--- src/rtl/gsk_pkg.sv ---
package gsk_pkg;

   // which half of the head entry the narrow port is presenting
   typedef enum logic {
      HALF_FIRST  = 1'b0,
      HALF_SECOND = 1'b1
   } half_e;

endpackage

--- src/rtl/gsk_fifo.sv ---
module gsk_fifo #(
   parameter int WIDTH = 65,
   parameter int DEPTH = 32,
   parameter int CNT_W = $clog2(DEPTH + 1)
) (
   input  logic             clk,
   input  logic             rst_n,
   input  logic             push,
   input  logic [WIDTH-1:0] din,
   input  logic             pop,
   output logic [WIDTH-1:0] dout,
   output logic             empty,
   output logic             full,
   output logic [CNT_W-1:0] count
);

   localparam int PTR_W = (DEPTH > 1) ? $clog2(DEPTH) : 1;
   localparam bit POW2  = ((DEPTH & (DEPTH - 1)) == 0);

   if (DEPTH < 2) begin : g_bad_depth
      $error("gsk_fifo: DEPTH must be at least 2");
   end

   logic [WIDTH-1:0] store [DEPTH];
   logic [PTR_W-1:0] wr_ptr, rd_ptr, wr_nxt, rd_nxt;
   logic [CNT_W-1:0] cnt_q;

   // pointer advance: free wrap for power-of-two depths, compare otherwise
   if (POW2) begin : g_wrap_pow2
      assign wr_nxt = wr_ptr + PTR_W'(1);
      assign rd_nxt = rd_ptr + PTR_W'(1);
   end else begin : g_wrap_cmp
      assign wr_nxt = (wr_ptr == PTR_W'(DEPTH - 1)) ? '0 : wr_ptr + PTR_W'(1);
      assign rd_nxt = (rd_ptr == PTR_W'(DEPTH - 1)) ? '0 : rd_ptr + PTR_W'(1);
   end

   always_ff @(posedge clk) begin
      if (push) store[wr_ptr] <= din;
   end

   always_ff @(posedge clk) begin
      if (!rst_n) begin
         wr_ptr <= '0;
         rd_ptr <= '0;
         cnt_q  <= '0;
      end else begin
         if (push) wr_ptr <= wr_nxt;
         if (pop)  rd_ptr <= rd_nxt;
         case ({push, pop})
            2'b10:   cnt_q <= cnt_q + CNT_W'(1);
            2'b01:   cnt_q <= cnt_q - CNT_W'(1);
            default: cnt_q <= cnt_q;
         endcase
      end
   end

   assign dout  = store[rd_ptr];
   assign empty = (cnt_q == '0);
   assign full  = (cnt_q == CNT_W'(DEPTH));
   assign count = cnt_q;

   // a return entry never arrives while the buffer is full
   p_no_overflow_r3: assert property (@(posedge clk) disable iff (!rst_n)
      push |-> !full)
      else $error("buffer overflow");

   p_no_underflow_r6: assert property (@(posedge clk) disable iff (!rst_n)
      pop |-> !empty)
      else $error("buffer underflow");

endmodule

--- src/rtl/gsk_credit.sv ---
module gsk_credit #(
   parameter int DEPTH = 32,
   parameter int LEN_W = 4,
   parameter int CNT_W = $clog2(DEPTH + 1)
) (
   input  logic             clk,
   input  logic             rst_n,
   input  logic [LEN_W-1:0] need_len,
   input  logic             issue,
   input  logic             give_back,
   output logic             room_ok,
   output logic [CNT_W-1:0] credits
);

   logic [CNT_W-1:0] cred_q;
   logic [CNT_W-1:0] need;
   logic [CNT_W-1:0] charge;

   assign need    = CNT_W'(need_len) + CNT_W'(1);
   assign room_ok = (cred_q >= need);
   assign charge  = issue ? need : '0;

   // reservation and release may land in the same cycle
   always_ff @(posedge clk) begin
      if (!rst_n) cred_q <= CNT_W'(DEPTH);
      else        cred_q <= cred_q - charge + (give_back ? CNT_W'(1) : CNT_W'(0));
   end

   assign credits = cred_q;

   // the free count never exceeds the buffer depth
   p_credit_bound_r3: assert property (@(posedge clk) disable iff (!rst_n)
      cred_q <= CNT_W'(DEPTH))
      else $error("credit count above depth");

   // an issued request always found its space
   p_issue_covered_r3: assert property (@(posedge clk) disable iff (!rst_n)
      issue |-> (cred_q >= need))
      else $error("request issued without space");

endmodule

--- src/rtl/gsk_unpack.sv ---
module gsk_unpack
   import gsk_pkg::*;
#(
   parameter int NARROW_W = 32,
   parameter bit HI_FIRST = 1'b0
) (
   input  logic                  clk,
   input  logic                  rst_n,
   input  logic                  in_valid,
   input  logic [2*NARROW_W-1:0] in_data,
   input  logic                  in_last,
   output logic                  in_pop,
   output logic                  out_valid,
   input  logic                  out_ready,
   output logic [NARROW_W-1:0]   out_data,
   output logic                  out_last
);

   half_e half_q;
   logic [NARROW_W-1:0] lo_w, hi_w, first_w, second_w;
   logic beat_go;

   assign lo_w = in_data[NARROW_W-1:0];
   assign hi_w = in_data[2*NARROW_W-1:NARROW_W];

   // word order variant
   if (HI_FIRST) begin : g_hi_first
      assign first_w  = hi_w;
      assign second_w = lo_w;
   end else begin : g_lo_first
      assign first_w  = lo_w;
      assign second_w = hi_w;
   end

   assign beat_go   = in_valid && out_ready;
   assign out_valid = in_valid;
   assign out_data  = (half_q == HALF_SECOND) ? second_w : first_w;
   assign out_last  = in_last && (half_q == HALF_SECOND);
   assign in_pop    = beat_go && (half_q == HALF_SECOND);

   always_ff @(posedge clk) begin
      if (!rst_n)       half_q <= HALF_FIRST;
      else if (beat_go) half_q <= (half_q == HALF_FIRST) ? HALF_SECOND : HALF_FIRST;
   end

   // an unaccepted beat stays put
   p_hold_r7: assert property (@(posedge clk) disable iff (!rst_n)
      (out_valid && !out_ready) |=> (out_valid && $stable(out_data) && $stable(out_last)))
      else $error("narrow beat changed under backpressure");

endmodule

--- src/rtl/wide_narrow_rd_gasket.sv ---
module wide_narrow_rd_gasket
   import gsk_pkg::*;
#(
   parameter int NARROW_W   = 32,
   parameter int ADDR_W     = 32,
   parameter int LEN_W      = 4,
   parameter int FIFO_DEPTH = 32,
   parameter bit HI_FIRST   = 1'b0
) (
   input  logic                  clk,
   input  logic                  rst_n,
   input  logic                  req_valid,
   output logic                  req_ready,
   input  logic [ADDR_W-1:0]     req_addr,
   input  logic [LEN_W-1:0]      req_len,
   output logic                  mem_req_valid,
   input  logic                  mem_req_ready,
   output logic [ADDR_W-1:0]     mem_req_addr,
   output logic [LEN_W-1:0]      mem_req_len,
   input  logic                  mem_rd_valid,
   input  logic [2*NARROW_W-1:0] mem_rd_data,
   input  logic                  mem_rd_last,
   output logic                  nrw_valid,
   input  logic                  nrw_ready,
   output logic [NARROW_W-1:0]   nrw_data,
   output logic                  nrw_last
);

   localparam int WIDE_W    = 2 * NARROW_W;
   localparam int ENTRY_W   = WIDE_W + 1;
   localparam int MAX_BURST = 1 << LEN_W;
   localparam int CNT_W     = $clog2(FIFO_DEPTH + 1);

   if (FIFO_DEPTH < MAX_BURST) begin : g_bad_cfg
      $error("wide_narrow_rd_gasket: FIFO_DEPTH must hold one longest burst");
   end
   if (NARROW_W < 1 || ADDR_W < 1 || LEN_W < 1) begin : g_bad_width
      $error("wide_narrow_rd_gasket: widths must be positive");
   end

   logic             room_ok, issue, give_back;
   logic [CNT_W-1:0] credits, fill;
   logic [ENTRY_W-1:0] head;
   logic             fifo_empty, fifo_full;

   // request admission
   assign mem_req_valid = req_valid && room_ok;
   assign req_ready     = mem_req_ready && room_ok;
   assign mem_req_addr  = req_addr;
   assign mem_req_len   = req_len;
   assign issue         = mem_req_valid && mem_req_ready;

   gsk_credit #(
      .DEPTH (FIFO_DEPTH),
      .LEN_W (LEN_W),
      .CNT_W (CNT_W)
   ) i_credit (
      .clk       (clk),
      .rst_n     (rst_n),
      .need_len  (req_len),
      .issue     (issue),
      .give_back (give_back),
      .room_ok   (room_ok),
      .credits   (credits)
   );

   gsk_fifo #(
      .WIDTH (ENTRY_W),
      .DEPTH (FIFO_DEPTH),
      .CNT_W (CNT_W)
   ) i_fifo (
      .clk   (clk),
      .rst_n (rst_n),
      .push  (mem_rd_valid),
      .din   ({mem_rd_last, mem_rd_data}),
      .pop   (give_back),
      .dout  (head),
      .empty (fifo_empty),
      .full  (fifo_full),
      .count (fill)
   );

   gsk_unpack #(
      .NARROW_W (NARROW_W),
      .HI_FIRST (HI_FIRST)
   ) i_unpack (
      .clk       (clk),
      .rst_n     (rst_n),
      .in_valid  (!fifo_empty),
      .in_data   (head[WIDE_W-1:0]),
      .in_last   (head[WIDE_W]),
      .in_pop    (give_back),
      .out_valid (nrw_valid),
      .out_ready (nrw_ready),
      .out_data  (nrw_data),
      .out_last  (nrw_last)
   );

   // free space plus stored entries never exceed the buffer
   p_space_r3: assert property (@(posedge clk) disable iff (!rst_n)
      ({1'b0, credits} + {1'b0, fill}) <= (CNT_W + 1)'(FIFO_DEPTH))
      else $error("space accounting exceeds depth");

   // with the buffer full there is no free space left to grant
   p_full_no_room_r3: assert property (@(posedge clk) disable iff (!rst_n)
      fifo_full |-> (credits == '0))
      else $error("space granted while buffer full");

endmodule

--- config.mk ---
export PLATFORM = sky130hd
export DESIGN_NAME = wide_narrow_rd_gasket
export DESIGN_NICKNAME = d
export VERILOG_FILES = /design/src/rtl/gsk_pkg.sv /design/src/rtl/gsk_fifo.sv /design/src/rtl/gsk_credit.sv /design/src/rtl/gsk_unpack.sv /design/src/rtl/wide_narrow_rd_gasket.sv
export SDC_FILE = /design/constraint.sdc
export NUM_CORES = 2
export LEC_CHECK = 0
export ABC_AREA = 1
export CORE_MARGIN = 2
export CORE_UTILIZATION = 40
export DETAILED_ROUTE_END_ITERATION = 16
export DONT_BUFFER_PORTS = 1
export SLEW_MARGIN = 25
export SYNTH_ARGS = -nofsm -noshare
export SYNTH_HDL_FRONTEND = slang
export SYNTH_SLANG_ARGS = --single-unit
--- constraint.sdc ---
create_clock -name clk -period 7.6 [get_ports clk]
set_input_delay 0 -clock clk [delete_from_list [all_inputs] [get_ports clk]]
set_output_delay 0 -clock clk [all_outputs]
set_load 0.03 [all_outputs]
# After elaboration in Yosys (flattened, before gate mapping)
# Memories as Yosys holds them, arrays and structs flattened. A register that Yosys moved wholly into a read port is not among the register bits.
# Index checks and enable logic that the tools add are counted.
[totals] regBits=23 ram_bits=2080 in_bits=107 output_inout_bits=72 wordCells=34 n_memories=1
[mem_list] memory="i_fifo.store" words=32 word_bits=65 rd=1 rd_clocked_by_memory_dff=1 write_ports=1 line="gsk_fifo.sv:24" rtl="logic [WIDTH-1:0] store [DEPTH];"
[op_classes] addsub=7 magnitude_cmp=1 n_eq_ne=2 mux=9 reduce_logical=9
[op_table] cell="$mux 32" n=1
[op_table] cell="$pmux 6 s2" n=1
[op_table] cell="$add 5x1->5 const B" n=2
[op_table] cell="$mux 5" n=2
[op_table] cell="$add 6x1->6 const B" n=1
[op_table] cell="$add 6x6->6" n=1
[op_table] cell="$ge 6x6->1" n=1
[op_table] cell="$logic_and 1x1->1" n=6
[op_table] cell="$logic_not 6->1" n=1
[op_table] cell="$mux 6" n=1
[op_table] cell="$sub 6x1->6 const B" n=1
[op_table] cell="$sub 6x6->6" n=1
[op_table] cell="$add 4x1->5 const B" n=1
[op_table] cell="$mux 1" n=4
[op_table] cell="$eq 2x1->1 const B" n=1
[op_table] cell="$eq 2x2->1 const B" n=1
[op_table] cell="$reduce_bool 2->1" n=1
[op_table] cell="$logic_not 1->1" n=1

# Longest topological paths before layout
[logic_depth] word_depth=7 depth_mapped=21 depth_no_buf=21

# Modules after synthesis
# A second synthesis with hierarchy kept.
[unflattened] hier_cells=6960 area_unflattened_um2=85165.4
[by_module_without_submodules] mod="gsk_fifo" instances=1 cells_each=6717 area_each_um2=83740.3 seq_area_each_um2=62880.3
[by_module_without_submodules] mod="gsk_credit" instances=1 cells_each=87 area_each_um2=635.6 seq_area_each_um2=120.1
[by_module_without_submodules] mod="gsk_unpack" instances=1 cells_each=113 area_each_um2=490.5 seq_area_each_um2=20.0
[by_module_without_submodules] mod="wide_narrow_rd_gasket" instances=1 cells_each=43 area_each_um2=299.0 seq_area_each_um2=0.0

# Least setup slack after synthesis
# No wires, ideal clock.
[synth_path] kind="flip-flop to flip-flop" from="register i_fifo.wr_ptr[0]" to="memory i_fifo.store[31][0], enable pin" setup_ns=0.490 arrival_time_ns=3.574 t_required_ns=7.110 path_slack_ns=3.536 path_stages_with_launch=6 path_buffers=0 period_less_slack_ns=4.064 path_cell_list="dfxtp_1 ha_1 nand2_1 inv_1 nand2_1 nor2_1"
[synth_rtl] element="start: declaration" line="gsk_fifo.sv:25" rtl="logic [PTR_W-1:0] wr_ptr, rd_ptr, wr_nxt, rd_nxt;"
[synth_rtl] element="start signal: assignment" line="gsk_fifo.sv:47" rtl="if (push) wr_ptr <= wr_nxt;"
[synth_rtl] element="end: declaration" line="gsk_fifo.sv:24"
# Straight into the memory's write port.

==> results.sh <==
export IMPL_status="complete, no violations"
export IMPL_crit_path_start_kind="flop"
export IMPL_fin_crit_sh=0.656
export IMPL_slew_violations=0
export IMPL_ys_ff_latch=2108
export IMPL_ant_nets=0
export IMPL_wl_per_cell_um=25.4
export IMPL_relSlewSlack=0.179
export IMPL_worst_pin_slew_ps=1230
export IMPL_place_gp_congestion=0.823
export IMPL_clock_path_buffers=3
export IMPL_routed_wl_um=254000
export IMPL_final_cells=10000
export IMPL_antenna_found_initial=12
export IMPL_syn_to_final_growth_pct=11.6
export IMPL_nFillCells=19000
export IMPL_firstDrtPassIters=6
export IMPL_skew_ps=44.8
export IMPL_syn_area_um2=85100
export IMPL_h_tree_depth=4
export IMPL_hp_class="input pin to output port"
export IMPL_cts_resized=0
export IMPL_drt_iter0_drc=7266
export IMPL_dp_cells=9475
export IMPL_clkTransAtPathRegs_ps=60
export IMPL_dp_hpwl_um=122000
export IMPL_power_density_nw_per_um2=262
export IMPL_period_needed_ps=4980
export IMPL_initial_utilization=0.402
export IMPL_grt_max_degree=198
export IMPL_cts_tree="yes"
export IMPL_synth_area_leaders="edfxtp_1 (73%), nand3_1 (11%), nand2_1 (10%)"
export IMPL_crit_required_ps=7600
export IMPL_fp_dieW_um=465
export IMPL_final_cell_mix="nand2_1 (2294), edfxtp_1 (2080), nand3_1 (1953)"
export IMPL_finalHoldViolations=0
export IMPL_fmax_ghz=0.201
export IMPL_setup_viol=0
export IMPL_final_common_cell="nand2_1"
export IMPL_crit_path_max_incr_delay_ps=890
export IMPL_grt_pass1_vias=52000
export IMPL_core_um2=212000
export IMPL_clockRootBuffer="clkbuf_16"
export IMPL_path_buf_inv=2
export IMPL_cts_inserted_buffers=208
export IMPL_layout_nets=7153
export IMPL_crit_arrival_ps=4980
export IMPL_end_kind="output port"
export IMPL_seq_area_frac_synth=0.740
export IMPL_io_pins=179
export IMPL_synth_top_area_frac=0.734
export IMPL_vias=55900
export IMPL_p_leak_nw=32.9
export IMPL_total_power_mw=24.9
export IMPL_rsz0062_at_grt="no"
export IMPL_crit_chain="buf_4, buf_4, nand2_1, nand3_1, nand3_1, nand3_1, nand3_1, nand2_1, nand2_1, nand2_1"
export IMPL_track_usage=0.229
export IMPL_port_buffers=0
export IMPL_cp_slowest_cell="dfxtp_4"
export IMPL_worstSetupPathType="flop to output port"
export IMPL_grt_pass1_wl_um=365000
export IMPL_finalSetupTns_ps=0
export IMPL_syn_area_per_cell_um2=12.1
export IMPL_crit_fanout=84
export IMPL_insertion_delay_ps=860
export IMPL_max_cap_violations=0
export IMPL_via_per_inst=5.59
export IMPL_finish_utilization=0.448
export IMPL_drive_gt1_frac=0.0675
export IMPL_syn_num_nets=7167
export IMPL_ir_drop_mv=0.212
export IMPL_die_area_um2=217000
export IMPL_crit_family="buffers and inverters"
export IMPL_grt_remaining_overflow=0
export IMPL_yosysWarnings=0
export IMPL_synth_cell_types=25
export IMPL_netlist_instances=7032
export IMPL_synth_largest_area_cell="edfxtp_1"
export IMPL_row_count=169
export IMPL_clock_sinks=2108
export IMPL_drc=0
export IMPL_die_h_um=465
## final cells by class
type	instances	area [µm²]	share of cell area
diodes	8	20.0	0.000211
clock buffers	266	5460	0.0575
clock inverters	99	753	0.00793
inverters	50	229	0.00241
multi-input cells	4384	19500	0.205
flip-flops and latches	2108	63000	0.663
well taps	2821	3530	0.0371
repair buffers	266	2470	0.0260
## flip-flops by register name, summed over array words and instances (netlist names), named ones only
| signal | cells |
|---|---|
| i_fifo.store | 2080 |
| i_credit.credits | 6 |
| i_unpack.half_q | 1 |
| i_fifo.count | 6 |
| i_fifo.rd_ptr | 5 |
| i_fifo.wr_ptr | 5 |
## power by group
part           total (mW)  internal [mW]  switching (mW)
clock                9.62           5.23            4.39
sequential           12.9           12.9          0.0510
combinational        2.36          0.610            1.75
## cell usage after synthesis (all sizes together)
library cell,n
fa,2
nor3b,1
nand3,1953
nor4,1
nor3,3
nand4,3
o21ai,18
xnor2,2
ha,26
a31oi,1
xor2,7
a21oi,20
nor2,52
dfxtp,28
edfxtp,2080
nand2,2294
o211ai,1
buf,428
inv,50
clkbuf,62
## path summary, 6_finish.rpt
| path | startpoint | endpoint | slack, ps | depth (start not counted) |
|---|---|---|---|---|
| hold / removal | req_addr[18] | mem_req_addr[18] | 0.01 | 0 |
| setup / recovery | flop | nrw_data[24] | 2620 | 10 |
| setup reg to reg | i_unpack.half_q | i_credit.credits[2] | 2790 | 13 |
| hold reg to reg | i_fifo.rd_ptr[4] | flop | 500 | 2 |
## metal layers
metal | up-vias | part of all wire | GRT usage
met4 | 6 | 0.036 | 0.0828
met3 | 457 | 0.087 | 0.0349
met2 | 2744 | 0.47 | 0.369
met5 | - | 0.00015 | 0
li1 | 24900 | - | -
met1 | 27700 | 0.40 | 0.316
## timing repair
item,CTS,global route
hold buffers,99,54
setup buffers,0,0
endpoints found under the hold margin,2123,1728
## kinds of logic (layout without fill, tap and decap cells)
family                     after synthesis  in the layout  synth area share
AOI/OAI and AO/OA                       40             40           0.00240
xor gates and xnor gates                 9              9          0.000926
adders and majority gates               28             28           0.00429
buffers and inverters                  540            681            0.0332
DFF                                   2108           2108             0.740
other                                    0              8                 0
and+or+nand+nor                       4307           4307             0.219
## per-stage QoR
step / worst slack [ps] / hold WS (ps) / instance area [µm²]
CTS: 2620 / 0.205 / 94700
global placement: 3590 / 0.205 / 87300
finish: 2620 / 0.0116 / 95000
global route: 2440 / 0.0587 / 95000
floorplan: 3540 / 98.9 / 85100
detailed placement: 3560 / 0.205 / 87400
(Power assumes the default switching activity.)
